### config.mk
export PLATFORM = sky130hd
export DESIGN_NAME = bitmesh_array
export DESIGN_NICKNAME = d
export VERILOG_FILES = /design/src/rtl/bitmesh_pkg.sv /design/src/rtl/bitmesh_decode.sv /design/src/rtl/bitmesh_cell.sv /design/src/rtl/bitmesh_array.sv
export SDC_FILE = /design/constraint.sdc
export NUM_CORES = 2
export LEC_CHECK = 0
export BUFFER_PORTS_ARGS = -buffer_cell sky130_fd_sc_hd__buf_2
export CORE_UTILIZATION = 41
export CTS_CLUSTER_SIZE = 12
export DETAILED_ROUTE_END_ITERATION = 16
export GPL_ROUTABILITY_DRIVEN = 1
export PLACE_DENSITY_LB_ADDON = 0.12
export REMOVE_ABC_BUFFERS = 1
export SLEW_MARGIN = 40
export SYNTH_ARGS = -nofsm -noshare
export SYNTH_HDL_FRONTEND = slang
export SYNTH_SLANG_ARGS = --single-unit
### constraint.sdc
create_clock -name clk -period 10.24 [get_ports clk]
set_clock_uncertainty 0.1 [all_clocks]
set_input_delay 1.536 -clock clk [delete_from_list [all_inputs] [get_ports clk]]
set_output_delay 1.536 -clock clk [all_outputs]
set_load 0.02 [all_outputs]
### src/rtl/bitmesh_pkg.sv
package bitmesh_pkg;

    localparam int INSTR_W = 20;
    localparam int ADDR_W  = 7;

    typedef enum logic [2:0] {
        NS_HOLD, NS_FROM_N, NS_FROM_S, NS_FROM_EW,
        NS_FROM_RAM, NS_FROM_CM, NS_ZERO, NS_ONE
    } ns_src_e;

    typedef enum logic [2:0] {
        EW_HOLD, EW_FROM_W, EW_FROM_E, EW_FROM_NS,
        EW_FROM_RAM, EW_FROM_CM, EW_ZERO, EW_ONE
    } ew_src_e;

    typedef enum logic [1:0] {
        C_HOLD, C_FROM_RAM, C_FROM_CARRY, C_FROM_BORROW
    } c_src_e;

    typedef enum logic [1:0] {
        CM_HOLD, CM_FROM_N, CM_FROM_RAM, CM_FROM_NS
    } cm_src_e;

    typedef enum logic [2:0] {
        WR_NONE, WR_SUM, WR_CARRY, WR_BORROW,
        WR_CM, WR_NS, WR_EW, WR_C
    } wr_src_e;

    typedef struct packed {
        ns_src_e             ns_src;
        ew_src_e             ew_src;
        c_src_e              c_src;
        cm_src_e             cm_src;
        wr_src_e             wr_src;
        logic [ADDR_W-1:0]   addr;
    } cmd_t;

    typedef struct packed {
        logic sum;
        logic carry;
        logic borrow;
    } alu_t;

    // Three-input add/subtract: NS is the minuend, EW and C the subtrahends.
    function automatic alu_t alu_eval(input logic ns, input logic ew, input logic c);
        alu_t o;
        o.sum    = ns ^ ew ^ c;
        o.carry  = (ns & ew) | (ns & c) | (ew & c);
        o.borrow = (~ns & (ew | c)) | (ew & c);
        return o;
    endfunction

endpackage

### src/rtl/bitmesh_decode.sv
module bitmesh_decode
    import bitmesh_pkg::*;
(
    input  logic [INSTR_W-1:0] instr,
    output cmd_t               cmd
);
    always_comb begin
        cmd.ns_src = ns_src_e'(instr[19:17]);
        cmd.ew_src = ew_src_e'(instr[16:14]);
        cmd.c_src  = c_src_e'(instr[13:12]);
        cmd.cm_src = cm_src_e'(instr[11:10]);
        cmd.wr_src = wr_src_e'(instr[9:7]);
        cmd.addr   = instr[ADDR_W-1:0];
    end
endmodule

### src/rtl/bitmesh_cell.sv
module bitmesh_cell
    import bitmesh_pkg::*;
#(
    parameter int DEPTH = 16
)(
    input  logic clk,
    input  logic rst,
    input  cmd_t cmd,
    input  logic n_ns,
    input  logic s_ns,
    input  logic w_ew,
    input  logic e_ew,
    input  logic n_cm,
    output logic ns_q,
    output logic ew_q,
    output logic c_q,
    output logic cm_q
);
    localparam int IDX_W = (DEPTH > 1) ? $clog2(DEPTH) : 1;

    logic             mem [DEPTH];
    logic [IDX_W-1:0] idx;
    logic             rd_bit;
    logic             wr_bit;
    logic             ns_d, ew_d, c_d, cm_d;
    alu_t             alu;
    logic             unused_addr;

    assign idx         = cmd.addr[IDX_W-1:0];
    assign unused_addr = ^cmd.addr;

    always_comb begin
        rd_bit = mem[idx];
        alu    = alu_eval(ns_q, ew_q, c_q);

        case (cmd.ns_src)
            NS_FROM_N:   ns_d = n_ns;
            NS_FROM_S:   ns_d = s_ns;
            NS_FROM_EW:  ns_d = ew_q;
            NS_FROM_RAM: ns_d = rd_bit;
            NS_FROM_CM:  ns_d = cm_q;
            NS_ZERO:     ns_d = 1'b0;
            NS_ONE:      ns_d = 1'b1;
            default:     ns_d = ns_q;
        endcase

        case (cmd.ew_src)
            EW_FROM_W:   ew_d = w_ew;
            EW_FROM_E:   ew_d = e_ew;
            EW_FROM_NS:  ew_d = ns_q;
            EW_FROM_RAM: ew_d = rd_bit;
            EW_FROM_CM:  ew_d = cm_q;
            EW_ZERO:     ew_d = 1'b0;
            EW_ONE:      ew_d = 1'b1;
            default:     ew_d = ew_q;
        endcase

        case (cmd.c_src)
            C_FROM_RAM:    c_d = rd_bit;
            C_FROM_CARRY:  c_d = alu.carry;
            C_FROM_BORROW: c_d = alu.borrow;
            default:       c_d = c_q;
        endcase

        case (cmd.cm_src)
            CM_FROM_N:   cm_d = n_cm;
            CM_FROM_RAM: cm_d = rd_bit;
            CM_FROM_NS:  cm_d = ns_q;
            default:     cm_d = cm_q;
        endcase

        case (cmd.wr_src)
            WR_SUM:    wr_bit = alu.sum;
            WR_CARRY:  wr_bit = alu.carry;
            WR_BORROW: wr_bit = alu.borrow;
            WR_CM:     wr_bit = cm_q;
            WR_NS:     wr_bit = ns_q;
            WR_EW:     wr_bit = ew_q;
            WR_C:      wr_bit = c_q;
            default:   wr_bit = 1'b0;
        endcase
    end

    always_ff @(posedge clk) begin
        if (rst) begin
            ns_q <= 1'b0;
            ew_q <= 1'b0;
            c_q  <= 1'b0;
            cm_q <= 1'b0;
        end else begin
            ns_q <= ns_d;
            ew_q <= ew_d;
            c_q  <= c_d;
            cm_q <= cm_d;
        end
    end

    always_ff @(posedge clk) begin
        if (!rst && (cmd.wr_src != WR_NONE))
            mem[idx] <= wr_bit;
    end

    // a hold code keeps the register
    assert_ns_hold_R8: assert property (@(posedge clk) disable iff (rst)
        (cmd.ns_src == NS_HOLD) |=> (ns_q == $past(ns_q)));

    // C takes the majority of the pre-edge operands
    assert_c_carry_R2: assert property (@(posedge clk) disable iff (rst)
        (cmd.c_src == C_FROM_CARRY) |=>
            (c_q == (($past(ns_q) & $past(ew_q)) | ($past(ns_q) & $past(c_q)) | ($past(ew_q) & $past(c_q)))));

    // an NS write lands at the addressed bit
    assert_ram_write_R7: assert property (@(posedge clk) disable iff (rst)
        (cmd.wr_src == WR_NS) |=> (mem[$past(idx)] == $past(ns_q)));

endmodule

### src/rtl/bitmesh_array.sv
module bitmesh_array
    import bitmesh_pkg::*;
#(
    parameter int ROWS  = 6,
    parameter int COLS  = 12,
    parameter int DEPTH = 16
)(
    input  logic               clk,
    input  logic               rst,
    input  logic [INSTR_W-1:0] instr,
    input  logic [COLS-1:0]    north_in,
    output logic [COLS-1:0]    north_out,
    input  logic [COLS-1:0]    south_in,
    output logic [COLS-1:0]    south_out,
    input  logic [ROWS-1:0]    east_in,
    output logic [ROWS-1:0]    east_out,
    input  logic [ROWS-1:0]    west_in,
    output logic [ROWS-1:0]    west_out,
    input  logic [COLS-1:0]    cm_in,
    output logic [COLS-1:0]    cm_out
);
    localparam int LAST_R = ROWS - 1;
    localparam int LAST_C = COLS - 1;

    cmd_t cmd;

    logic ns_grid [ROWS][COLS];
    logic ew_grid [ROWS][COLS];
    logic c_grid  [ROWS][COLS];
    logic cm_grid [ROWS][COLS];

    logic [COLS-1:0] cm_row_above_last;
    logic [ROWS-1:0] ew_col_before_last;

    bitmesh_decode u_dec (
        .instr (instr),
        .cmd   (cmd)
    );

    for (genvar r = 0; r < ROWS; r++) begin : g_row
        for (genvar c = 0; c < COLS; c++) begin : g_col
            logic n_ns, s_ns, w_ew, e_ew, n_cm;

            if (r == 0) begin : g_top
                assign n_ns = north_in[c];
                assign n_cm = cm_in[c];
            end else begin : g_inner_n
                assign n_ns = ns_grid[r-1][c];
                assign n_cm = cm_grid[r-1][c];
            end

            if (r == LAST_R) begin : g_bottom
                assign s_ns = south_in[c];
            end else begin : g_inner_s
                assign s_ns = ns_grid[r+1][c];
            end

            if (c == 0) begin : g_left
                assign w_ew = west_in[r];
            end else begin : g_inner_w
                assign w_ew = ew_grid[r][c-1];
            end

            if (c == LAST_C) begin : g_right
                assign e_ew = east_in[r];
            end else begin : g_inner_e
                assign e_ew = ew_grid[r][c+1];
            end

            bitmesh_cell #(.DEPTH(DEPTH)) u_cell (
                .clk  (clk),
                .rst  (rst),
                .cmd  (cmd),
                .n_ns (n_ns),
                .s_ns (s_ns),
                .w_ew (w_ew),
                .e_ew (e_ew),
                .n_cm (n_cm),
                .ns_q (ns_grid[r][c]),
                .ew_q (ew_grid[r][c]),
                .c_q  (c_grid[r][c]),
                .cm_q (cm_grid[r][c])
            );
        end
    end

    for (genvar c = 0; c < COLS; c++) begin : g_ns_edge
        assign north_out[c]         = ns_grid[0][c];
        assign south_out[c]         = ns_grid[LAST_R][c];
        assign cm_out[c]            = cm_grid[LAST_R][c];
        assign cm_row_above_last[c] = cm_grid[(LAST_R > 0) ? LAST_R - 1 : 0][c];
    end

    for (genvar r = 0; r < ROWS; r++) begin : g_ew_edge
        assign west_out[r]           = ew_grid[r][0];
        assign east_out[r]           = ew_grid[r][LAST_C];
        assign ew_col_before_last[r] = ew_grid[r][(LAST_C > 0) ? LAST_C - 1 : 0];
    end

    // reset leaves all boundary views at zero
    assert_reset_clear_R1: assert property (@(posedge clk) disable iff (rst)
        $past(rst) |-> (north_out == '0 && south_out == '0 && east_out == '0 &&
                        west_out == '0 && cm_out == '0));

    // a southward NS move puts the north edge input into row 0
    assert_ns_from_north_R3: assert property (@(posedge clk) disable iff (rst)
        (cmd.ns_src == NS_FROM_N) |=> (north_out == $past(north_in)));

    // a northward NS move puts the south edge input into the last row
    assert_ns_from_south_R3: assert property (@(posedge clk) disable iff (rst)
        (cmd.ns_src == NS_FROM_S) |=> (south_out == $past(south_in)));

    // an eastward EW move advances exactly one column
    assert_ew_east_shift_R4: assert property (@(posedge clk) disable iff (rst)
        (cmd.ew_src == EW_FROM_W) |=> (east_out == $past(ew_col_before_last) &&
                                      west_out == $past(west_in)));

    // a CM shift advances every row exactly one step south
    assert_cm_shift_R5: assert property (@(posedge clk) disable iff (rst)
        (cmd.cm_src == CM_FROM_N) |=> (cm_out == $past(cm_row_above_last)));

endmodule

==> flow_summary.json <==
{
  "hold_viol_final": 0,
  "fin_crit_sh_pct": 46.8,
  "overflow": 0,
  "period_minus_slack_ns": 4.80,
  "ys_seq_area_share_pct": 59.2,
  "outcome": "finished, violations left",
  "ctsResizeCount": 0,
  "cts-root-buf": "clkbuf_16",
  "rows": 149,
  "hpwl_um": 132000,
  "hold_path.class": "register to register",
  "clk_latency_ns": 0.83,
  "final_max_slew_viol_count": 0,
  "drive_gt1_share_pct": 24.2,
  "start_util_pct": 41.3,
  "power_mw": 14.0,
  "synth-adder-area-share_pct": 4.23,
  "cellLeakagePower_nw": 25.9,
  "clkPwrFrac_pct": 40.0,
  "fmax_ghz": 0.209,
  "cp_max_fo": 38,
  "synth_top_family_by_area": "multiplexers",
  "clockBufferDepth": 3,
  "ys_types": 47,
  "ctsHoldBuffers": 0,
  "grt_start_max_net_pins": 110,
  "critPathLaunchType": "input pin",
  "synthFlopType": "edfxtp_1",
  "htree_levels": 4,
  "drt_drc_violations_left": 20,
  "criticalPathCategory": "input pin to register",
  "grt_pass1_vias": 44500,
  "violations": "DRC",
  "tns_ns": 0,
  "final_nets": 4792,
  "vias_per_cell": 6.52,
  "synthArstFlopShare_pct": 0,
  "cts.clk_slew.worst_paths_ns": 0.06,
  "p_seq_share_pct": 48.7,
  "maxSlewHeadroom_pct": 34.9,
  "grtUsageTotal_pct": 27.1,
  "yosysTopAreaCellShare_pct": 50.8,
  "synth-compound-area-share_pct": 14.4,
  "syn_inst": 4642,
  "worst_slew_pin_slew_ns": 0.976,
  "vdd_ir_drop_max_mv": 0.170,
  "synth_xor_area_share_pct": 0,
  "die_area_um2": 168000,
  "wl_per_cell_um": 33.4,
  "setup_violations": 0,
  "p_comb_share_pct": 11.2,
  "drt_first_pass_iters": 14,
  "gp_congestion": 0.858,
  "placement.io_buffers": 114,
  "cts_sinks": 1440,
  "yosysWarningCount": 0,
  "ys_seq_elements": 1440,
  "drtAntennaViolNets": 0,
  "numCtsBuffers": 159,
  "fp.dieH_um": 410,
  "core_um2": 165000,
  "p_switching_mw": 3.68,
  "wirelength_um": 230000,
  "worstPathArrival_ns": 5.20,
  "cp-end-kind": "register",
  "die_x_um": 410,
  "syn-cell-area_um2": 68200,
  "via_count": 44900,
  "synth.area.mux_share_pct": 15.0,
  "cellPowerDensity_nw_per_um2": 184,
  "max-cap-violations": 0,
  "area_growth_pct": 11.4,
  "grt_pass1_wl_um": 331000,
  "synth_top_area_cell": "edfxtp_1",
  "drt-initial-drc-count": 5226,
  "synth_edf_count": 1152,
  "ios": 118,
  "worstPathRequired_ns": 10.65,
  "cts_tree": "yes",
  "synth.area.top_cells": "edfxtp_1, mux4_2, dfxtp_1, a22o_1, fa_1",
  "cts_setup_buffers": 0,
  "antenna_found_initial": 5,
  "swShare_pct": 26.3,
  "yosys.area_share.simple_pct": 3.56,
  "synth.avg_cell_area_um2": 14.7,
  "p_int_mw": 10.3,
  "grt_setup_unrepaired": "no"
}
## flip-flops by register name, summed over array words and instances, names as in the netlist
signal,flops
g_row.g_col.u_cell.c_q,72
g_row.g_col.u_cell.cm_q,72
g_row.g_col.u_cell.ew_q,72
g_row.g_col.u_cell.mem,1152
g_row.g_col.u_cell.ns_q,72
## cells in the mapped netlist (12+ instances only)
library cell,number
a21oi_1,135
dfxtp_1,288
nor2b_1,26
mux4_2,292
o21ai_0,192
a221o_1,32
a22oi_1,85
mux2_2,254
a221oi_1,21
nand2_1,320
o2bb2ai_1,15
inv_1,77
buf_4,65
buf_2,49
mux2i_1,81
edfxtp_1,1152
fa_1,144
nor2_2,72
a22o_1,331
nor2_1,78
clkbuf_1,318
nand3_1,26
a32oi_1,96
a222oi_1,146
buf_1,34
o22ai_1,144
a211oi_1,12
o21ai_1,96
a311o_1,12
## final timing paths
| check | cells past startpoint | start | endpoint | slack, ns |
|---|---|---|---|---|
| min reg2reg | 2 | g_row[2].g_col[4].u_cell.c_q | g_row[2].g_col[4].u_cell.c_q | 0.50 |
| max reg2reg | 6 | g_row[2].g_col[5].u_cell.ns_q | g_row[2].g_col[5].u_cell.mem[7] | 7.56 |
| max | 6 | instr[8] | g_row[2].g_col[5].u_cell.mem[7] | 5.44 |
| min | 2 | g_row[2].g_col[4].u_cell.c_q | g_row[2].g_col[4].u_cell.c_q | 0.50 |
## power groups by stage
stage	clock (mW)	combinational [mW]	sequential (mW)
3_5_place_dp	0	1.56	6.94
2_1_floorplan	0	0.857	6.86
5_1_grt	5.92	1.69	6.84
3_3_place_gp	0	1.53	6.94
6_report	5.61	1.57	6.82
4_1_cts	5.71	1.56	6.82
## layout by cell type, fill, tap and decap left out, drive strengths merged, types with 135 or more instances in the layout
cell type  count
edfxtp      1152
a22o         331
nand2        320
mux4         292
dfxtp        288
o21ai        288
mux2         254
buf          246
clkbuf       214
nor2         150
a222oi       146
o22ai        144
fa           144
a21oi        135
## metal layers
layer / routed length, um / up-vias / share of wire [%] / global-route usage, %
met2: 108000 / 2161 / 47 / 43.2
met5: 0 / - / 0 / 0
li1: - / 18600 / - / -
met3: 18300 / 468 / 8.0 / 4.72
met4: 7820 / 0 / 3.4 / 9.46
met1: 95700 / 23700 / 42 / 37.4
## logic make-up after synthesis
group,count (synthesis)
AND/OR/NAND/NOR,549
flip-flops,1440
multiplexers,627
AO/OA/AOI/OAI,1327
buffers and inverters,555
adder cells (fa/ha/maj),144
## metrics by stage
step	cell area (um2)	cells	worst slack, ns	utilization [%]	hold WS, ns
after detailed placement	70800	6605	4.78	42.9	0.482
after CTS	75900	6889	5.64	46.0	0.496
after floorplan	66000	4168	2.52	-	0.420
final	75900	6891	5.44	46.0	0.501
after global placement	70700	6604	4.62	42.9	0.472
after global routing	75900	6890	5.46	46.0	0.527
## critical path, stage by stage
cell and delay [ns]:
buf_4 0.54, buf_4 0.70, and3b_4 0.69, buf_4 0.74, a22oi_1 0.21, nand3_1 0.64
## final cells by class
class | instances | area [um2]
Timing Repair Buffer | 249 | 1840
Fill cell | 14400 | 89100
Clock inverter | 73 | 763
Inverter | 81 | 312
Antenna cell | 1 | 2.50
Sequential cell | 1440 | 40400
Multi-Input combinational cell | 2647 | 25600
Clock buffer | 211 | 4270
Tap cell | 2189 | 2740
Note: power is estimated with default switching activity, not from simulation.
